[src/rtl/lpm_pkg.sv]
package lpm_pkg;

  typedef enum logic [1:0] {
    LS_U0 = 2'd0,
    LS_U1 = 2'd1,
    LS_U2 = 2'd2,
    LS_U3 = 2'd3
  } lstate_e;

  localparam logic [1:0] KIND_TSTAMP = 2'd3;

  // True on the cycle an idle count reaches its programmed limit.
  function automatic logic count_done(input logic [31:0] cnt, input logic [31:0] lim);
    return (lim != 32'd0) && (cnt == lim - 32'd1);
  endfunction

  // Number of exit cycles for the level being left.
  function automatic logic [31:0] exit_span(input logic slow,
                                            input logic [31:0] fast_len,
                                            input logic [31:0] slow_len);
    if (!slow) return fast_len;
    if (slow_len == 32'd0) return 32'd1;
    return slow_len;
  endfunction

  // A strobe counts as pending traffic unless it is a time stamp.
  function automatic logic is_real_pkt(input logic vld, input logic [1:0] kind);
    return vld && (kind != KIND_TSTAMP);
  endfunction

endpackage

[src/rtl/lpm_idle_timer.sv]
module lpm_idle_timer #(
  parameter int TW = 16
) (
  input  logic          clk,
  input  logic          rst_n,
  input  logic          run,
  input  logic          restart,
  input  logic [TW-1:0] limit,
  output logic          expire
);
  logic [TW-1:0] cnt;

  assign expire = run && !restart && lpm_pkg::count_done(32'(cnt), 32'(limit));

  always_ff @(posedge clk or negedge rst_n) begin
    if (!rst_n)                        cnt <= '0;
    else if (!run || restart || expire) cnt <= '0;
    else                               cnt <= cnt + 1'b1;
  end
endmodule

[src/rtl/lpm_exit_timer.sv]
module lpm_exit_timer #(
  parameter int LW = 8
) (
  input  logic          clk,
  input  logic          rst_n,
  input  logic          load,
  input  logic [LW-1:0] span,
  output logic          busy,
  output logic          done
);
  logic [LW-1:0] cnt;

  assign done = busy && (cnt == '0);

  always_ff @(posedge clk or negedge rst_n) begin
    if (!rst_n) begin
      busy <= 1'b0;
      cnt  <= '0;
    end else if (load) begin
      busy <= 1'b1;
      cnt  <= span - 1'b1;
    end else if (done) begin
      busy <= 1'b0;
    end else if (busy) begin
      cnt <= cnt - 1'b1;
    end
  end
endmodule

[src/rtl/lpm_state_fsm.sv]
module lpm_state_fsm
  import lpm_pkg::*;
(
  input  logic    clk,
  input  logic    rst_n,
  input  logic    real_pkt,
  input  logic    wake_det,
  input  logic    suspend_cmd,
  input  logic    lp_any,
  input  logic    lp_deep,
  input  logic    u1_expire,
  input  logic    u2_expire,
  input  logic    exit_busy,
  input  logic    exit_done,
  output lstate_e state,
  output logic    exit_start,
  output logic    wake_q
);
  lstate_e next;
  logic    wake_ev;

  assign wake_ev = real_pkt || wake_det;

  always_comb begin
    next       = state;
    exit_start = 1'b0;
    if (exit_busy) begin
      if (exit_done) next = LS_U0;
    end else begin
      unique case (state)
        LS_U0: begin
          if (suspend_cmd)    next = LS_U3;
          else if (real_pkt)  next = LS_U0;
          else if (lp_any)    next = lp_deep ? LS_U2 : LS_U1;
          else if (u1_expire) next = LS_U1;
        end
        LS_U1: begin
          if (suspend_cmd)    next = LS_U3;
          else if (wake_ev)   exit_start = 1'b1;
          else if (u2_expire) next = LS_U2;
        end
        LS_U2: begin
          if (suspend_cmd)  next = LS_U3;
          else if (wake_ev) exit_start = 1'b1;
        end
        LS_U3: begin
          if (wake_ev) exit_start = 1'b1;
        end
        default: next = LS_U0;
      endcase
    end
  end

  always_ff @(posedge clk or negedge rst_n) begin
    if (!rst_n) begin
      state  <= LS_U0;
      wake_q <= 1'b0;
    end else begin
      state <= next;
      if (exit_start)     wake_q <= real_pkt;
      else if (exit_done) wake_q <= 1'b0;
    end
  end
endmodule

[src/rtl/lpm_link_ctrl.sv]
module lpm_link_ctrl
  import lpm_pkg::*;
#(
  parameter int TW       = 16,
  parameter int LW       = 8,
  parameter int FAST_LAT = 4
) (
  input  logic          clk,
  input  logic          rst_n,
  input  logic          act_vld,
  input  logic [1:0]    act_kind,
  input  logic          lp_req,
  input  logic          lp_tgt,
  input  logic          peer_lp_req,
  input  logic          peer_lp_tgt,
  input  logic          suspend_cmd,
  input  logic          wake_det,
  input  logic [TW-1:0] u1_timeout,
  input  logic [TW-1:0] u2_timeout,
  input  logic [LW-1:0] slow_exit_lat,
  output logic [1:0]    link_state,
  output logic          exiting,
  output logic          wake_req
);
  localparam int NUM_TMR = 2;

  lstate_e              state;
  logic                 real_pkt;
  logic                 exit_start;
  logic                 exit_busy;
  logic                 exit_done;
  logic                 wake_q;
  logic                 lp_any;
  logic                 lp_deep;
  logic                 slow_sel;
  logic [LW-1:0]        span;
  logic [NUM_TMR-1:0]   tmr_run;
  logic [NUM_TMR-1:0]   tmr_exp;
  logic [TW-1:0]        tmr_lim [NUM_TMR];
  logic                 u1_expire;
  logic                 u2_expire;

  assign real_pkt = is_real_pkt(act_vld, act_kind);
  assign lp_any   = lp_req || peer_lp_req;
  assign lp_deep  = (lp_req && lp_tgt) || (peer_lp_req && peer_lp_tgt);

  assign tmr_lim[0] = u1_timeout;
  assign tmr_lim[1] = u2_timeout;
  assign tmr_run[0] = (state == LS_U0) && !exit_busy;
  assign tmr_run[1] = (state == LS_U1) && !exit_busy;

  for (genvar gi = 0; gi < NUM_TMR; gi++) begin : g_tmr
    lpm_idle_timer #(.TW(TW)) u_tmr (
      .clk     (clk),
      .rst_n   (rst_n),
      .run     (tmr_run[gi]),
      .restart (real_pkt),
      .limit   (tmr_lim[gi]),
      .expire  (tmr_exp[gi])
    );
  end

  assign u1_expire = tmr_exp[0];
  assign u2_expire = tmr_exp[1];

  assign slow_sel = (state != LS_U1);
  assign span     = LW'(exit_span(slow_sel, 32'(FAST_LAT), 32'(slow_exit_lat)));

  lpm_exit_timer #(.LW(LW)) u_exit (
    .clk   (clk),
    .rst_n (rst_n),
    .load  (exit_start),
    .span  (span),
    .busy  (exit_busy),
    .done  (exit_done)
  );

  lpm_state_fsm u_fsm (
    .clk         (clk),
    .rst_n       (rst_n),
    .real_pkt    (real_pkt),
    .wake_det    (wake_det),
    .suspend_cmd (suspend_cmd),
    .lp_any      (lp_any),
    .lp_deep     (lp_deep),
    .u1_expire   (u1_expire),
    .u2_expire   (u2_expire),
    .exit_busy   (exit_busy),
    .exit_done   (exit_done),
    .state       (state),
    .exit_start  (exit_start),
    .wake_q      (wake_q)
  );

  assign link_state = state;
  assign exiting    = exit_busy;
  assign wake_req   = wake_q;
endmodule

[config.mk]
export PLATFORM = sky130hd
export DESIGN_NAME = lpm_link_ctrl
export DESIGN_NICKNAME = d
export VERILOG_FILES = /design/src/rtl/lpm_pkg.sv /design/src/rtl/lpm_idle_timer.sv /design/src/rtl/lpm_exit_timer.sv /design/src/rtl/lpm_state_fsm.sv /design/src/rtl/lpm_link_ctrl.sv
export SDC_FILE = /design/constraint.sdc
export NUM_CORES = 1
export LEC_CHECK = 0
export ABC_AREA = 1
export BUFFER_PORTS_ARGS = -buffer_cell sky130_fd_sc_hd__buf_2
export CAP_MARGIN = 20
export CORE_MARGIN = 1
export CORE_UTILIZATION = 59
export CTS_CLUSTER_SIZE = 24
export DETAILED_ROUTE_END_ITERATION = 7
export PLACE_DENSITY = 0.92
export SLEW_MARGIN = 20
export SYNTH_ARGS = -nofsm -noshare
export SYNTH_HDL_FRONTEND = slang
export SYNTH_HIERARCHICAL = 1
export SYNTH_SLANG_ARGS = --single-unit
[constraint.sdc]
create_clock -name clk -period 2.9 [get_ports clk]
set_input_delay 0.145 -clock clk [delete_from_list [all_inputs] [get_ports clk]]
set_output_delay 0.145 -clock clk [all_outputs]
set_load 0.01 [all_outputs]
* Word level (Yosys, flattened, before mapping)
Cells that the tools add are included.
Word-level totals: register bits after elaboration 44, input bits 51, output and inout port bits 4, word-level logic and storage cells 89
Operators by class: $add $sub $neg 6, equality and inequality tests 13, muxes and demuxes 30, reductions and logical operators 34
Operators with widths (count):
- 16-bit by 32-bit == test with 1-bit output | 2
- 8-bit 2-to-1 mux | 7
- 16-bit by 1-bit subtractor with 17-bit output, second input constant | 2
- 16-bit by 1-bit adder with 16-bit output, second input constant | 2
- 16-bit 2-to-1 mux | 2
- 16-bit nonzero test | 2
- 2-bit 2-to-1 mux | 11
- 8-bit zero test | 2
- 8-bit by 1-bit subtractor with 8-bit output, second input constant | 2
- 1-bit logical AND | 12
- 1-bit 2-to-1 mux | 8
- 1-bit logical OR | 7
- 2-bit != test, second input constant | 3
- 6-bit by 3-bit != test with 1-bit output, second input constant | 1
- 2-bit one-hot mux with 3 select lines | 1
- 6-bit AND reduction | 1
- 2-bit == test, second input constant | 2
- 1-bit zero test | 4
- 4-bit by 2-bit != test with 1-bit output, second input constant | 1
- 4-bit != test, second input constant | 1
- 2-bit nonzero test | 2
- 4-bit nonzero test | 1
- 3-bit != test, second input constant | 1
- 2-bit by 1-bit == test with 1-bit output, second input constant | 1
- 5 further kinds | 5

* Depth between registers and ports, before layout
depth in word-level cells 11, mapped depth 18, mapped depth without buffers 18

* Cells and area by module
Netlist, hierarchy kept.
Modules (own cells, without submodules):
- lpm_idle_timer | times used 2, cells an instance 225, area each 1531.5 um^2, seq. area each 400.4 um^2
- lpm_exit_timer | times used 1, cells an instance 109, area each 695.7 um^2, seq. area each 225.2 um^2
- lpm_state_fsm | times used 1, cells an instance 56, area each 337.8 um^2, seq. area each 75.1 um^2
- lpm_link_ctrl | times used 1, cells an instance 28, area each 128.9 um^2, seq. area each 0.0 um^2

* Worst setup path before layout
OpenSTA, ideal clock, no wires.
path kind register to register, from register u_fsm.state[1], to register u_exit.cnt[4], library setup time 123 ps, arrival time 2222 ps, required time 2777 ps, slack 555 ps, stages on the path, launching flop included 16, path buffers 1, period minus slack after synthesis 2345 ps, cell sequence dfrtp_1 -> inv_1 -> ha_1 -> inv_1 -> o21bai_1 -> nand2_1 -> inv_1 -> buf_6 -> o21ai_2 -> inv_1 -> ha_1 -> inv_1 -> nor2_1 -> a21oi_1 -> o21ai_0 -> nand2_1
On the way: cells in the longest elaborated chain, start to end 6, elaborated cells on any way between the ends 13, those cells by class 1 x add/sub; 5 x eq/ne; 4 x mux; 3 x reduce/logical
RTL lines:
- start, declared | line lpm_state_fsm.sv:15 | output lstate_e state,
- start signal, assigned | line lpm_state_fsm.sv:59 | state <= next;
- 2-bit by 1-bit == test with 1-bit output / 2-bit == test (equally long branches) | line lpm_state_fsm.sv:30 | unique case (state)
- 2-bit OR reduction (no line)
- 1-bit one-hot mux with 2 select lines * | line lpm_state_fsm.sv:30
- 1-bit 2-to-1 mux * | line lpm_state_fsm.sv:27 | if (exit_busy) begin
- via exit_start | line lpm_link_ctrl.sv:29 | logic exit_start;
- 2-bit != test (no line) / 2-bit nonzero test (equally long branches)
- 2-bit AND reduction (no line)
- end signal, assigned | line lpm_exit_timer.sv:21 | cnt <= span - 1'b1;
- end signal, assigned | line lpm_exit_timer.sv:25 | cnt <= cnt - 1'b1;
- end, declared | line lpm_exit_timer.sv:11 | logic [LW-1:0] cnt;
Mark *: on every way through the listed nets, which the timed path passes. The rest lies on a longest branch. A chain may end at the register's enable or synchronous reset.

* Worst setup path in the final report
from register u_fsm.state[0], to register u_exit.cnt[4]
Same word-level chain as after synthesis.

==> summary.md <==
| Metric | Value |
|---|---|
| Status | `complete, no violations` |
| Power density over cell area | `455 nW/um^2` |
| Main flop type after synthesis | `dfrtp_1` |
| Post-Layout Inst Area | `4720 um^2` |
| Worst Path Max Fanout | `12` |
| WL final | `9440 um` |
| Final Hold Fails | `0` |
| Site Rows | `30` |
| Die Height | `86.6 um` |
| Most frequent cells in the layout | `nand2_1, nor2_1, inv_1` |
| # fillers | `594` |
| Clock sinks | `44` |
| Yosys reg bits | `44` |
| Worst reg2reg path startpoint | `u_fsm/state[0]` |
| # IOs | `55` |
| Hold path endpoint | `u_fsm/wake_q` |
| Cell area after synthesis | `4230 um^2` |
| Port Buffer Count | `54` |
| Worst-path clk slew | `0.08 ns` |
| Top cells by area, synth | `dfrtp_1, nand2_1, nor2_1` |
| Final setup violation count | `0` |
| Hold path cells | `4` |
| DRT Pass-1 Iters | `5` |
| Deepest clock path buffer count | `2` |
| DPL Wire Length | `7580 um` |
| Fin. max-slew vios | `0` |
| Core area | `6870 um^2` |
| Share of the synthesized area in the top cell type | `26.1%` |
| Mapped Cells | `643` |
| Largest net degree at the start of global routing | `45` |
| CP arrival | `2.81 ns` |
| Slew @ Worst Pin | `0.553 ns` |
| Yosys cell types | `35` |
| Startpoint type of the worst setup path | `register` |
| Routed Antenna Nets | `0` |
| Reg2reg end | `u_exit/cnt[4]` |
| Min-Delay Path Class | `in2reg` |
| Ant diodes | `0` |
| Min Hold Slack | `0.316 ns` |
| R2r worst-path depth | `15` |
| Lkg Pwr | `0.00225 uW` |
| Die Area | `7500 um^2` |
| Critical Path End Type | `register` |
| Clock Tree Root | `clkbuf_8` |
| CTS tree | `yes` |
| Routed WL per cell | `11.8 um` |
| Initial antenna violation count | `0` |
| Syn nets | `704` |
| Initial DRC Count | `309` |
| Gr ovfl total | `0` |
| Total Neg Setup Slack | `0 ns` |
| Area after DPL | `4580 um^2` |
| Avg Cell Area, Syn | `6.57 um^2` |
| Routed vias | `4,171` |
| Gr usage total | `26.2%` |
| Final Cycle Share | `90.6%` |
| Yosys Warn Count | `6` |
| Commonest non-fill, non-tap cell in the layout | `nand2_1` |
| Fin crit period | `2.63 ns` |
| Vias in the first global route | `3,878` |
| Post-synth EDFFs | `0` |
| Critical path class | `reg2reg` |
| Max Freq | `381 MHz` |
| Hold_sp | `suspend_cmd` |
| RD Place Congestion | `0.906` |
| Total design power | `2150 uW` |
| Dominant cell type by area after synthesis | `dfrtp_1` |
| Nets | `767` |
| R2R Setup Slk | `0.27 ns` |
| Share of async-settable or async-resettable flops after synthesis | `100%` |
| RSZ-0062 raised after global routing | `no` |
| # H-tree levels | `2` |
| Clk Latency, worst-skew pair | `0.30 ns` |
| Slew HR | `63.1%` |
| Seq/Total Area, Yosys | `26.1%` |
| VDD IR max | `0.366 mV` |
| Die W | `86.6 um` |
| Area delta synth->final | `11.7%` |
| Layout cells sized above 1 | `20.8%` |
| Worst EP required | `3.09 ns` |
| Initial Util | `61.5%` |
| Via density | `5.19` |
| Post-route DRC violation count | `0` |
| TritonCTS Buffers | `5` |
| # Max-Cap Violations | `0` |
| Clock Skew | `0.00341 ns` |
| First-pass GRT wire length | `15,800 um` |
-- power by group --
part	switching (uW)	total [uW]	internal (uW)	leakage, uW
Combinational	632	977	345	0.00161
Clock	205	398	194	0.0000445
Sequential	70.8	771	700	0.000594
-- area by class of cell --
cell class / instances / area [um^2] / area share, %
repair buffers: 60 / 320 / 6.79
flip-flops and latches: 44 / 1100 / 23.4
well taps: 96 / 120 / 2.55
inverters: 89 / 338 / 7.16
clock buffers: 7 / 86.3 / 1.83
clock inverters: 1 / 7.51 / 0.159
multi-input cells: 506 / 2740 / 58.2
-- worst max path at each step --
stage | from | to | cells after the start
final | u_fsm/state[0] | u_exit/cnt[4] | 15
after global routing | u_fsm/state[0] | u_exit/cnt[4] | 15
after CTS | u_fsm/state[0] | u_exit/cnt[4] | 14
after detailed placement | u_fsm/state[0] | u_exit/cnt[6] | 16
after global placement | u_fsm/state[0] | u_exit/cnt[6] | 16
after floorplan | u_fsm/state[1] | u_exit/cnt[4] | 15
-- state kept, by name, indices dropped and copies added (netlist names) --
name and cells:
u_fsm/wake_q 1, u_exit/cnt 8, g_tmr.u_tmr/cnt 32, u_fsm/state 2, u_exit/busy 1
-- synthesized netlist by cell type (all sizes together) (3+ instances only) --
cell type,n
inv,89
nand3,47
nand2,182
nor4,6
nor3,16
buf,4
a21boi,3
dfrtp,44
nand3b,6
nor3b,3
o21ai,22
nand4,9
ha,10
nor2,138
o21bai,5
xor2,30
xnor2,22
-- kinds of logic (layout without fill, tap and decap cells) --
logic type | count (synthesis) | in the layout | synth area share (%)
buffers and inverters | 93 | 157 | 9.00
xor gates and xnor gates | 52 | 52 | 10.8
AOI/OAI and AO/OA | 33 | 33 | 5.27
and+or+nand+nor | 411 | 411 | 45.9
adders and majority gates | 10 | 10 | 2.96
DFF | 44 | 44 | 26.1
-- what timing repair did --
item,4_1_cts,5_1_grt
setup buffers,0,4
setup endpoints to repair,0,1
hold buffers,0,1
hold endpoints to repair,0,44
gates resized for setup,0,2
-- metrics by stage --
step                cells  setup WS, ns  util [%]
floorplan             643         0.555         -
global placement      790         0.474      66.6
detailed placement    790         0.259      66.6
CTS                   798         0.253      68.0
global route          803        0.0468      68.7
finish                803         0.273      68.7
-- worst max-delay path: stages, from the launching register on --
cell,delay (ns)
dfrtp_2,0.43
inv_1,0.09
ha_1,0.33
inv_1,0.09
o21bai_1,0.06
nand2_1,0.13
clkinvlp_4,0.23
inv_2,0.18
nand2_1,0.07
nand2_1,0.10
ha_1,0.20
inv_1,0.07
nor2_1,0.20
a21oi_1,0.10
o21ai_0,0.16
nand2_1,0.07
-- layer usage --
| layer | up-vias | share of wire, % | track usage [%] |
|---|---|---|---|
| met3 | 18 | 3.8 | 3.52 |
| li1 | 2123 | - | - |
| met4 | 0 | 1.8 | 9.24 |
| met1 | 1913 | 44 | 31.3 |
| met2 | 117 | 51 | 48.1 |
| met5 | - | 0 | 0 |
Power figures use the tool's default switching activity.
